### src/rtl/tmr_pkg.sv
package tmr_pkg;
  localparam int unsigned CHAIN_STAGES = 8;
  localparam int unsigned SYNC_DEPTH   = 2;
  localparam int unsigned N_SYNC       = 3;
  localparam int unsigned IX_TBASE     = 0;
  localparam int unsigned IX_START     = 1;
  localparam int unsigned IX_CLEAR     = 2;

  typedef enum logic [1:0] {
    CMD_HOLD   = 2'd0,
    CMD_CLEAR  = 2'd1,
    CMD_PRESET = 2'd2,
    CMD_STEP   = 2'd3
  } chain_cmd_e;
endpackage

### src/rtl/tmr_sync.sv
module tmr_sync #(
  parameter int unsigned WIDTH = 3,
  parameter int unsigned DEPTH = 2
) (
  input  logic             clk,
  input  logic             rst_n,
  input  logic [WIDTH-1:0] d_i,
  output logic [WIDTH-1:0] lvl_o,
  output logic [WIDTH-1:0] prev_o
);
  localparam int unsigned TAPS = DEPTH + 1;

  logic [WIDTH-1:0] pipe [TAPS];

  always_ff @(posedge clk or negedge rst_n) begin
    if (!rst_n) pipe[0] <= '0;
    else        pipe[0] <= d_i;
  end

  for (genvar k = 1; k < TAPS; k++) begin : g_tap
    always_ff @(posedge clk or negedge rst_n) begin
      if (!rst_n) pipe[k] <= '0;
      else        pipe[k] <= pipe[k-1];
    end
  end

  assign lvl_o  = pipe[DEPTH-1];
  assign prev_o = pipe[DEPTH];
endmodule

### src/rtl/tmr_chain.sv
module tmr_chain
  import tmr_pkg::*;
#(
  parameter int unsigned STAGES = CHAIN_STAGES
) (
  input  logic              clk,
  input  logic              rst_n,
  input  chain_cmd_e        cmd_i,
  output logic [STAGES-1:0] q_o,
  output logic              at_turn_o
);
  localparam int unsigned MSB = STAGES - 1;

  logic [STAGES-1:0] q;
  logic [STAGES:0]   borrow;

  assign borrow[0] = 1'b1;

  for (genvar s = 0; s < STAGES; s++) begin : g_stage
    assign borrow[s+1] = borrow[s] & ~q[s];
    always_ff @(posedge clk or negedge rst_n) begin
      if (!rst_n) begin
        q[s] <= 1'b0;
      end else begin
        unique case (cmd_i)
          CMD_PRESET: q[s] <= 1'b1;
          CMD_CLEAR:  q[s] <= 1'b0;
          CMD_STEP:   q[s] <= q[s] ^ borrow[s];
          default:    q[s] <= q[s];
        endcase
      end
    end
  end

  assign q_o       = q;
  assign at_turn_o = q[MSB] & borrow[MSB];
endmodule

### src/rtl/tmr_control.sv
module tmr_control
  import tmr_pkg::*;
(
  input  logic       clk,
  input  logic       rst_n,
  input  logic       start_rise_i,
  input  logic       ext_clear_i,
  input  logic       tb_fall_i,
  input  logic       oneshot_i,
  input  logic       at_turn_i,
  output chain_cmd_e cmd_o,
  output logic       running_o,
  output logic       done_o
);
  logic run_q, done_q, shot_end;
  chain_cmd_e cmd;

  always_comb begin
    cmd      = CMD_HOLD;
    shot_end = 1'b0;
    if (start_rise_i) begin
      cmd = CMD_PRESET;
    end else if (ext_clear_i) begin
      cmd = CMD_CLEAR;
    end else if (run_q && tb_fall_i) begin
      if (oneshot_i && at_turn_i) begin
        cmd      = CMD_CLEAR;
        shot_end = 1'b1;
      end else begin
        cmd = CMD_STEP;
      end
    end
  end

  always_ff @(posedge clk or negedge rst_n) begin
    if (!rst_n) begin
      run_q  <= 1'b0;
      done_q <= 1'b0;
    end else begin
      if (cmd == CMD_PRESET)     run_q <= 1'b1;
      else if (cmd == CMD_CLEAR) run_q <= 1'b0;
      done_q <= shot_end;
    end
  end

  assign cmd_o     = cmd;
  assign running_o = run_q;
  assign done_o    = done_q;
endmodule

### src/rtl/longrange_timer.sv
module longrange_timer
  import tmr_pkg::*;
#(
  parameter int unsigned STAGES = CHAIN_STAGES,
  parameter int unsigned SYNC_N = SYNC_DEPTH
) (
  input  logic clk,
  input  logic rst_n,
  input  logic tbase_i,
  input  logic start_i,
  input  logic clear_i,
  input  logic oneshot_i,
  output logic half_n_o,
  output logic slow_n_o,
  output logic running_o,
  output logic done_o
);
  localparam int unsigned MSB = STAGES - 1;

  logic [N_SYNC-1:0] raw, lvl, prev;
  logic              start_rise, tb_fall, clear_hold, ext_clear, at_turn;
  logic [STAGES-1:0] q;
  chain_cmd_e        cmd;

  assign raw[IX_TBASE] = tbase_i;
  assign raw[IX_START] = start_i;
  assign raw[IX_CLEAR] = clear_i;

  tmr_sync #(.WIDTH(N_SYNC), .DEPTH(SYNC_N)) u_sync (
    .clk   (clk),
    .rst_n (rst_n),
    .d_i   (raw),
    .lvl_o (lvl),
    .prev_o(prev)
  );

  assign start_rise = lvl[IX_START] & ~prev[IX_START];
  assign tb_fall    = ~lvl[IX_TBASE] & prev[IX_TBASE];
  assign clear_hold = lvl[IX_CLEAR] & prev[IX_CLEAR];
  assign ext_clear  = clear_hold & ~lvl[IX_START];

  tmr_control u_ctrl (
    .clk         (clk),
    .rst_n       (rst_n),
    .start_rise_i(start_rise),
    .ext_clear_i (ext_clear),
    .tb_fall_i   (tb_fall),
    .oneshot_i   (oneshot_i),
    .at_turn_i   (at_turn),
    .cmd_o       (cmd),
    .running_o   (running_o),
    .done_o      (done_o)
  );

  tmr_chain #(.STAGES(STAGES)) u_chain (
    .clk      (clk),
    .rst_n    (rst_n),
    .cmd_i    (cmd),
    .q_o      (q),
    .at_turn_o(at_turn)
  );

  assign half_n_o = ~q[0];
  assign slow_n_o = ~q[MSB];
endmodule

### config.mk
export PLATFORM = sky130hd
export DESIGN_NAME = longrange_timer
export DESIGN_NICKNAME = d
export VERILOG_FILES = /design/src/rtl/tmr_pkg.sv /design/src/rtl/tmr_sync.sv /design/src/rtl/tmr_chain.sv /design/src/rtl/tmr_control.sv /design/src/rtl/longrange_timer.sv
export SDC_FILE = /design/constraint.sdc
export NUM_CORES = 1
export LEC_CHECK = 0
export BUFFER_PORTS_ARGS = -buffer_cell sky130_fd_sc_hd__buf_2
export CAP_MARGIN = 10
export CORE_MARGIN = 2
export CORE_UTILIZATION = 35
export CTS_CLUSTER_SIZE = 24
export DETAILED_ROUTE_END_ITERATION = 6
export SYNTH_ARGS = -nofsm -noshare
export SYNTH_HDL_FRONTEND = slang
export SYNTH_HIERARCHICAL = 1
export SYNTH_SLANG_ARGS = --single-unit
### constraint.sdc
create_clock -name clk -period 4.2 [get_ports clk]
set_clock_uncertainty 0.15 [all_clocks]
set_input_delay 0.42 -clock clk [delete_from_list [all_inputs] [get_ports clk]]
set_output_delay 0.42 -clock clk [all_outputs]
set_load 0.01 [all_outputs]
== After elaboration in Yosys (flattened, before gate mapping) ==
Index checks and enable logic that the tools add are counted.
Word-level totals
  register bits after elaboration: 19
  input bits: 6
  output and inout port bits: 4
  word-level logic and storage cells: 67
Operators by class
  eq/ne operators: 3
  multiplexer cells: 18
  bitwise gates (word level): 29
  reduce and logical (&&, ||, !) cells: 4
Operators with widths (count)
  one-hot mux 1 bit (3 select lines): 8
  bitwise AND 1 bit: 11
  inverter 1 bit: 11
  2-to-1 mux 2 bit: 4
  bitwise XOR 1 bit: 7
  2-to-1 mux 1 bit: 6
  == test 2 bit (second input constant): 2
  nonzero test 3 bit: 1
  == test 2 x 1 -> 1 bit (second input constant): 1
  logical AND 1 bit: 2
  nonzero test 2 bit: 1

== Longest topological paths before layout ==
Gate-level depths: netlist of the first run.
  depth after elaboration: 16
  depth in mapped cells: 13
  gate-level depth less buffers: 12

== Cells and area by module ==
Netlist of the first run, hierarchy kept.
Modules (own cells, without submodules)
  tmr_chain: times used 1, cells an instance 41, area each 416.6 sq um
  tmr_sync: times used 1, cells an instance 15, area each 270.3 sq um
  tmr_control: times used 1, cells an instance 13, area each 135.1 sq um
  longrange_timer: times used 1, cells an instance 5, area each 28.8 sq um

== Worst setup path before layout of the first run ==
OpenSTA, ideal clock, no wires.
  path kind: reg-to-reg
  from: register u_chain.q[0] (netlist: u_chain/q_o[0])
  to: register u_ctrl.run_q (netlist: u_ctrl/running_o)
  data arrival time: 2.348 ns
  data required time: 3.925 ns
  slack: 1.578 ns
  stages on the path, launching flop included: 13
  path buffers: 0
  cells stage by stage: dfrtp_1 inv_1 ha_1 ha_1 ha_1 ha_1 ha_1 ha_1 ha_1 nand2_1 a41o_2 ha_1 mux2_2
On the way
  cells in the longest elaborated chain, start to end: 15
  elaborated cells on any way between the ends: 17
  classes of those cells: eq/ne (2); mux (5); bitwise (8); reduce/logical (2)
RTL lines
  start: declaration: line tmr_chain.sv:14  | logic [STAGES-1:0] q;
  start signal: indexed assignment: line tmr_chain.sv:28  | CMD_STEP: q[s] <= q[s] ^ borrow[s];
  start signal: indexed assignment: line tmr_chain.sv:29  | default: q[s] <= q[s];
  inverter 1 bit *: line tmr_chain.sv:20  | assign borrow[s+1] = borrow[s] & ~q[s];
  bitwise AND 1 bit * (6 in a row): line tmr_chain.sv:20
  bitwise AND 1 bit *: line tmr_chain.sv:36  | assign at_turn_o = q[MSB] & borrow[MSB];
  named net at_turn: line longrange_timer.sv:21  | logic start_rise, tb_fall, clear_hold, ext_clear, at_turn;
  logical AND 1 bit *: line tmr_control.sv:26  | if (oneshot_i && at_turn_i) begin
  2-to-1 mux 2 bit *: line tmr_control.sv:26
  2-to-1 mux 2 bit *: line tmr_control.sv:25  | end else if (run_q && tb_fall_i) begin
  2-to-1 mux 2 bit *: line tmr_control.sv:23  | end else if (ext_clear_i) begin
  2-to-1 mux 2 bit *: line tmr_control.sv:21  | if (start_rise_i) begin
  == test 2 bit / == test 2 x 1 -> 1 bit (equally long branches): line tmr_control.sv:40, tmr_control.sv:41
  2-to-1 mux 1 bit / nonzero test 2 bit (equally long branches)
  end signal: assignment: line tmr_control.sv:37  | run_q <= 1'b0;
  end signal: assignment: line tmr_control.sv:40  | if (cmd == CMD_PRESET) run_q <= 1'b1;
  end signal: assignment: line tmr_control.sv:41  | else if (cmd == CMD_CLEAR) run_q <= 1'b0;
  end: declaration: line tmr_control.sv:15  | logic run_q, done_q, shot_end;
Mark *: on every way through the listed nets, which the timed path passes. The rest lies on a longest branch.
A chain may end at the register's enable or synchronous reset.

== Final worst setup path of the first run ==
Same ends and word-level chain as after synthesis.

==> results.md, run 1 <==
Logic synthesis:
- The mapped netlist covers 850.8 µm².
- During synthesis, Yosys emitted a total of 6 warnings.
- The post-synthesis register bit count is 19.
- The netlist uses 19 different library cells.
- The number of nets in the synthesized netlist is 88.
- The fraction of the yosys area taken by sequential cells is between 50% and 60%.
- The synthesized instance count is 74.
- Each instance of the synthesized netlist takes up on average 11.50 µm².

Critical path:
- Along the worst path, the maximum fanout reaches 3.
- Together, buffers and inverters on the worst path number 1.
- The required time of the worst setup path is 4230 ps.
- The timing endpoint of the critical path is u_ctrl/running_o$_DFFE_PN0P_.
- In this run the number of cells on the critical path is 12.
- The top cell family by delay on the critical path is adder cells.
- STA classifies the critical path startpoint as a flip-flop.
- The endpoint class of the critical path is a flip-flop.
- The worst register-to-register path has a depth of 12.
- The worst setup path is of the flip-flop to flip-flop kind.
- The most repeated library cell on the critical path is ha_1.
- Among all stages on the critical path, the largest delay is contributed by dfrtp_1.
- The reg2reg setup slack is 1430 ps.
- The delay contributed by the slowest stage of the critical path is 360 ps.
- In this run the critical register-to-register path is launched from u_chain/q_o[0]$_DFFE_PN0P_.
- The most critical setup path has its startpoint at u_chain/q_o[0]$_DFFE_PN0P_.
- Walking the worst path, the cells encountered are inv_1 -> ha_1 -> ha_1 -> ha_1 -> ha_1 -> ha_1 -> ha_1 -> ha_1 -> nand2_1 -> a41o_2 -> ha_1 -> mux2_2.
- The critical path arrival is 2800 ps.
- The worst reg2reg path endpoint is u_ctrl/running_o$_DFFE_PN0P_.

Clocking:
- The count of hold-fix buffers inserted at cts is 1.
- The clock latency on the worst-skew pair is 290 ps.
- The count of instances resized after the clock tree is built is 0.
- The longest clock path from root to sink contains 2 buffers.
- The number of buffers inserted during clock tree synthesis is 3.
- CTS built an H-tree with a depth of 1.
- After clock tree synthesis, the clock-pin slew on the worst setup and hold paths is 110 ps.
- The TritonCTS clock tree is built.
- The tree is rooted in a clkbuf_4.
- For this design, the sink count on the clock tree is 19.
- The count of buffers added by post-CTS timing repair for setup is 0.

Placement:
- Routability-driven placement finished with a final weighted congestion of 0.6366.
- The number of buffers inserted by port buffering is 9.
- The post-placement cell count is approximately 100.
- The wire-length estimate of the detail-placed layout is 853.1 µm.

Drt:
- The number of violations reported at the end of detailed-routing iteration 0 is 4.
- The average vias per placed instance is 4.769.
- The count of vias placed by the detailed router is 515.
- The pre-antenna-repair detailed-routing pass consisted of 3 iterations.
- The post-detailed-route wirelength per cell is 11.29 µm.
- The count of nets left with antenna violations once routing finished came out at 0.
- After detailed routing, the total wire length is 1219 µm.
- The number of design rule violations left after detail routing is 0.

Die:
- The floorplan step set the die height to 53.31 µm.
- The die covers ~2800 µm².
- The die outline width is 53.31 µm.
- The I/O pin total is 10.
- The area inside the core boundary is 2255 µm².
- In this run the core area contains 17 standard-cell rows.
- The starting utilization of the core area is 37.74%.

Layout:
- The count of inserted antenna diode cells is 0.
- The proportion of layout cells with a drive suffix above 1 is 22.50%.
- The number of nets in the layout is 95.
- The finished layout holds around 110 standard cells, fillers aside.
- Leaving out fill and tap cells, the most frequent cells in the layout are dfrtp_1, inv_1, buf_2, nor2_1, ha_1.
- Leaving out fill and tap cells, the most frequent cell in the layout is dfrtp_1.
- The area added between synthesis and finish is 6.618%.

Timing:
- The hold violation total from the final report is 0.
- The worst path needs 2766 ps of the cycle, external delays included.
- Summed over all failing endpoints, the final setup total negative slack is 0 ps.
- Based on the critical path, the design can be clocked at up to 361.5 MHz.
- Setup repair after global routing left no endpoint under its margin.
- The slew at the pin closest to its max-slew limit is 538.7 ps.
- Setup violations remaining at the end of the flow were counted as 0.
- Headroom to the max-slew limit came out at ~64%.
- The worst hold slack after final layout is 73.85 ps.
- The number of max-slew violations in the final report was 0.
- After layout, the worst path uses 65.86% of the clock period.

Flow run:
- The max capacitance violation total is 0.

Global routing:
- The number of global-route vias before repair is 507.
- Entering global routing, the biggest net connects 20 pins.
- The initial antenna violation count came to 0.
- The global route total overflow is 0.
- The first global-routing pass estimated 2145 µm of wire.
- In the global route stage, overall resource usage came out at 11.24%.

Min path:
- In this run the worst hold path is classified as input pin to flip-flop.

Power:
- Across the VDD grid, the largest voltage drop is 258.6 µV.
- Dividing total power by cell area gives a power density of 438.8 nW/µm².
- The leakage dissipation is 0.0004939 µW.

Status:
- The flow ran to the end, and the final reports show no timing, DRC or antenna violations.
routing by layer:
| layer | wire length [µm] | GRT usage [%] |
|---|---|---|
| met1 | 530 | 12.04 |
| met2 | 600 | 18.11 |
| met3 | 63 | 5.085 |
| met4 | 25 | 6.410 |
| met5 | 0 | 0 |
metrics by stage:
| stage | util, % | total power, µW | worst slack [ps] | cell area [µm²] |
|---|---|---|---|---|
| after floorplan | - | 291.8 | 1578 | 850.8 |
| after global placement | 38.57 | 309.4 | 1491 | 869.6 |
| after detailed placement | 38.57 | 313.2 | 1446 | 869.6 |
| after CTS | 40.23 | 406.8 | 1426 | 907.1 |
| after global routing | 40.23 | 431.4 | 1293 | 907.1 |
| final | 40.23 | 398.1 | 1434 | 907.1 |
flip-flops by register name (all words and copies together), names as in the netlist:
name / flops
u_chain/q_o: 8
u_sync/lvl_o: 3
u_sync/pipe: 3
u_sync/prev_o: 3
u_ctrl/done_o: 1
u_ctrl/running_o: 1
cell families (layout without fill, tap and decap cells):
family | Yosys count | in the layout | share of synthesized area (%)
AOI/OAI and AO/OA | 10 | 10 | 8.234
adders and majority gates | 8 | 8 | 11.77
buffers and inverters | 19 | 25 | 12.06
DFF | 19 | 19 | 55.88
muxes | 2 | 2 | 2.500
and+or+nand+nor | 16 | 16 | 9.559
synthesized netlist by cell type:
cell type  instances  area share (%)
ha_1               8              12
nor2_1             8             3.5
buf_6              1             1.3
buf_4              6             5.3
and3b_1            1             1.0
mux2_2             1             1.3
mux2i_1            1             1.2
a41o_2             2             2.6
nor4_2             1             1.5
clkbuf_2           1            0.59
o21ai_0            1            0.59
inv_1             10             4.4
a21oi_1            1            0.59
nor2b_1            2             1.5
inv_2              1            0.44
o22ai_1            6             4.4
dfrtp_1           19              56
nand2_1            3             1.3
or2_1              1            0.74
power breakdown:
part           leakage [µW]  total (µW)  internal (µW)  switching (µW)
sequential         0.000212         226            210            16.5
clock             0.0000177        89.7           35.4            54.3
combinational      0.000264        81.9           36.4            45.5
final cells by class:
type,instances,area [µm²]
clock buffers,3,22.52
multi-input cells,36,272.8
inverters,11,41.29
fillers,231,1348
repair buffers,10,55.05
flip-flops and latches,19,475.5
well taps,28,35.03
clock inverters,1,5.005
worst min-delay path by stage:
stage	startpoint	end	slack, ps	cells past startpoint
final	clear_i	u_sync/pipe[8]$_DFF_PN0_	70	1
after global routing	start_i	u_sync/pipe[7]$_DFF_PN0_	60	1
after CTS	clear_i	u_sync/pipe[8]$_DFF_PN0_	60	1
after detailed placement	u_sync/pipe[6]$_DFF_PN0_	u_sync/lvl_o[0]$_DFF_PN0_	190	0
after global placement	u_sync/pipe[6]$_DFF_PN0_	u_sync/lvl_o[0]$_DFF_PN0_	190	0
after floorplan	rst_n	u_chain/q_o[0]$_DFFE_PN0P_	-30	0
Note: power is estimated with default switching activity, not from simulation.
==> run 2, diff against run 1 <==
--- a/config.mk
+++ b/config.mk
@@ -5,6 +5,7 @@
 export SDC_FILE = /design/constraint.sdc
 export NUM_CORES = 1
 export LEC_CHECK = 0
+export ABC_AREA = 1
 export BUFFER_PORTS_ARGS = -buffer_cell sky130_fd_sc_hd__buf_2
 export CAP_MARGIN = 10
 export CORE_MARGIN = 2
==> constraint.sdc (replaced) <==
create_clock -name clk -period 2.5 [get_ports clk]
set_clock_uncertainty 0.15 [all_clocks]
set_input_delay 0.25 -clock clk [delete_from_list [all_inputs] [get_ports clk]]
set_output_delay 0.25 -clock clk [all_outputs]
set_load 0.01 [all_outputs]
==> results.md, run 2 <==
Layout:
- The top cell types in the final layout, fill and taps aside, are inv_1, dfrtp_1, nand2_1, buf_2, nand2_2.
- The count of inserted antenna diode cells is 0.
- The number of nets in the layout is 124.
- The area added between synthesis and finish is 19.11%.
- The proportion of layout cells with a drive suffix above 1 is 32.11%.
- Fill cells in the final layout number roughly 240.
- The register with the most flip-flops in the layout has 8 of them.
- The final cell count without fillers is 139.
- The most common cell after layout, fill and taps aside is inv_1.

Min path:
- The startpoint of the worst hold path is oneshot_i.
- The class of the worst hold path is input pin to flip-flop.

Timing:
- The post-layout minimum cycle time is 2402 ps.
- The final critical-path share of the clock period is between 90% and 100%.
- The hold violation total from the final report came to 0.
- The number of max-slew violations in the final report is 0.
- Headroom to the max-slew limit came out at 71.55%.
- The worst hold slack after final layout is 153.0 ps.
- The setup TNS is 0 ps.
- At the pin with the least slew margin, the transition time is roughly 430 ps.
- Setup violations remaining at the end of the flow were counted as 0.
- For this run, the top clock speed supported by timing is 416.3 MHz.

Logic synthesis:
- The synthesized instance count is 95.
- The number of library cell types mapped by synthesis is 15.
- The count of yosys warnings during synthesis is 6.
- After synthesis, the largest family of logic cells by area is buffers and inverters.
- The mapped netlist covers 897.1 µm².
- Counting every net in the synthesized netlist gives 109.
- After synthesis, the most frequently instantiated cells are inv_1, nand2_1, dfrtp_1.
- The per-instance average area after synthesis is 9.443 µm².
- The post-synthesis adder-cell area fraction is 11.16%.
- After synthesis, the share of flip-flops with an asynchronous set or reset is 100.0%.
- Yosys attributes the largest share of cell area to dfrtp_1, ha_1, inv_1.
- The synthesized netlist devotes 0% of its cell area to XOR and XNOR gates.
- inv_1 is the most common cell in the netlist.
- Measured against the total synthesized area, the mux share comes to 0%.
- The fraction of the yosys area taken by sequential cells is 53.00%.
- Yosys mapped a number of flops with a built-in enable equal to 0.
- In the synthesized netlist the dominant register cell turns out to be dfrtp_1.
- Summing the areas of all and, or, nand and nor instances in the mapped netlist gives 13.53% of the synthesized area.
- The area share of the leading cell type in the synthesized netlist is between 50 and 60%.
- The synthesized-area fraction occupied by ao, oa, aoi and oai cells is under 10%.
- In this run, synthesis produced a sequential element count of 19.
- The largest area contributor in the netlist is dfrtp_1.

Drt:
- The post-route antenna net violation count is 0.
- The number of design rule violations left after detail routing is 0.
- Dividing the detail-routed wire length by the instance count gives 8.878 µm.
- The detailed router finished its first iteration with 7 violations.
- The number of search-and-repair iterations in the first detailed-routing pass is 3.
- The total length of routed wires is 1234 µm.
- After detailed routing, the number of vias per cell comes to 4.144.
- Across all layers, the routed design uses 576 vias.

Global routing:
- After global routing the overflow that remains totals 0.
- The number of global-route vias before repair is 511.
- The first global-routing pass estimated 2214 µm of wire.
- The overall routing resource usage is 11.00%.
- The initial antenna violation count is 0.
- The largest net degree at the start of global routing is 20.

Clocking:
- The root cell of the clock tree is clkbuf_4.
- CTS built an H-tree with a depth of 1.
- The tree built by TritonCTS fans out to 19 sinks.
- The number of buffers inserted during clock tree synthesis is 3.
- The number of buffers on the longest clock path is 2.
- The later pin in the worst-skew pair is clocked with a latency of 290 ps.
- The clock-pin slew on the worst setup and hold paths is around 110 ps.
- The TritonCTS clock tree is built.

Critical path:
- The top fanout value on the critical path is 2.
- The required time of the worst setup path is between 2000 and 3000 ps.
- The reg-to-reg startpoint is u_chain/q_o[0]$_DFFE_PN0P_.
- The class of the most critical setup path is flip-flop to flip-flop.
- The critical path arrival is around 2500 ps.
- The worst setup path is captured at a flip-flop.
- The critical path starts at u_chain/q_o[0]$_DFFE_PN0P_.
- The type of origin of the critical path is a flip-flop.

Power:
- The power density over the cells is 691.5 nW/µm².
- The design draws about 740 µW.
- Summed over all cells, the static leakage comes to 0.0005620 µW.
- IR analysis of the VDD net gives a maximum drop of 369.3 µV.

Flow run:
- The tool flagged a number of max-cap violations equal to 0.

Die:
- The floorplan step defined a die boundary enclosing a little under 3000 µm².
- For this configuration, the core starts out at a cell density of 36.54%.
- In this run the count of I/O pins placed on the die edge is 10.
- The row count is 18.
- The height of the chip is around 55 µm.
- The die outline width is 54.63 µm.
- The area inside the core boundary is 2455 µm².

Placement:
- In this run, placement finished with an instance count of between 100 and 150.
- The wire-length estimate of the detail-placed layout is 806.4 µm.
- Buffers placed on the I/O ports in this run total 9.
- The congestion estimate from routability-driven global placement came to 0.7437.

Status:
- The flow ran to the end, and the final reports show no timing, DRC or antenna violations.
-- run 2: metrics by stage --
stage          worst slack, ps  cell area [µm²]  utilization [%]
2_1_floorplan            97.31            897.1                -
3_3_place_gp             34.03            945.9            38.53
3_5_place_dp             37.87            945.9            38.53
4_1_cts                  6.868             1016            41.39
5_1_grt                 -28.17             1069            43.53
6_report                 98.10             1069            43.53
-- run 2: layer usage --
metal / vias to the layer above / routed length, µm / GRT usage, %
met5: - / 0 / 0
met4: 0 / 20 / 7.500
met3: 2 / 42 / 3.279
met2: 6 / 585 / 16.27
met1: 265 / 586 / 13.64
li1: 303 / - / -
-- run 2: critical path: stages (launching register included) --
cell	delay, ps
dfrtp_1	380
inv_2	40
ha_2	170
ha_2	160
ha_1	170
ha_1	180
ha_1	180
ha_2	160
ha_2	160
nand2_2	80
nand2_2	80
nand2_2	80
ha_4	190
nand2_1	50
o21ai_1	50
-- run 2: what timing repair did --
action,CTS,global route
resized for setup,0,15
hold buffers,4,0
setup buffers,0,1
hold endpoints to repair,22,0
endpoints found under the setup margin,0,9
-- run 2: cell type report --
type	count	area, µm²	area share (%)
Inverter	22	82.58	7.728
Multi-Input combinational cell	47	320.3	29.98
Timing Repair Buffer	17	122.6	11.48
Clock inverter	1	7.507	0.7026
Tap cell	30	37.54	3.513
Sequential cell	19	475.5	44.50
Clock buffer	3	22.52	2.108
-- run 2: cells by family (layout without fill, tap and decap cells) --
logic type,count (synthesis),after routing
and+or+nand+nor,29,29
DFF,19,19
buffers and inverters,29,43
adders and majority gates,8,8
AOI/OAI and AO/OA,10,10
-- run 2: final timing paths --
path                                           endpoint  slack [ps]  depth (start not counted)
min in group asynchronous      u_sync/pipe[6]$_DFF_PN0_         260                          2
min reg2reg                   u_sync/lvl_o[0]$_DFF_PN0_         210                          0
max reg2reg                u_ctrl/running_o$_DFFE_PN0P_         100                         14
min                             u_ctrl/done_o$_DFF_PN0_         150                          4
max in group asynchronous    u_chain/q_o[7]$_DFFE_PN0P_        1640                          2
max                        u_ctrl/running_o$_DFFE_PN0P_         100                         14
-- run 2: power by group --
| part | internal (µW) | switching (µW) | leakage [µW] |
|---|---|---|---|
| logic | 93.2 | 109 | 0.000333 |
| clock network | 60.8 | 97.1 | 0.0000139 |
| registers | 353 | 25.9 | 0.000215 |
| total | 507 | 232 | 0.000562 |
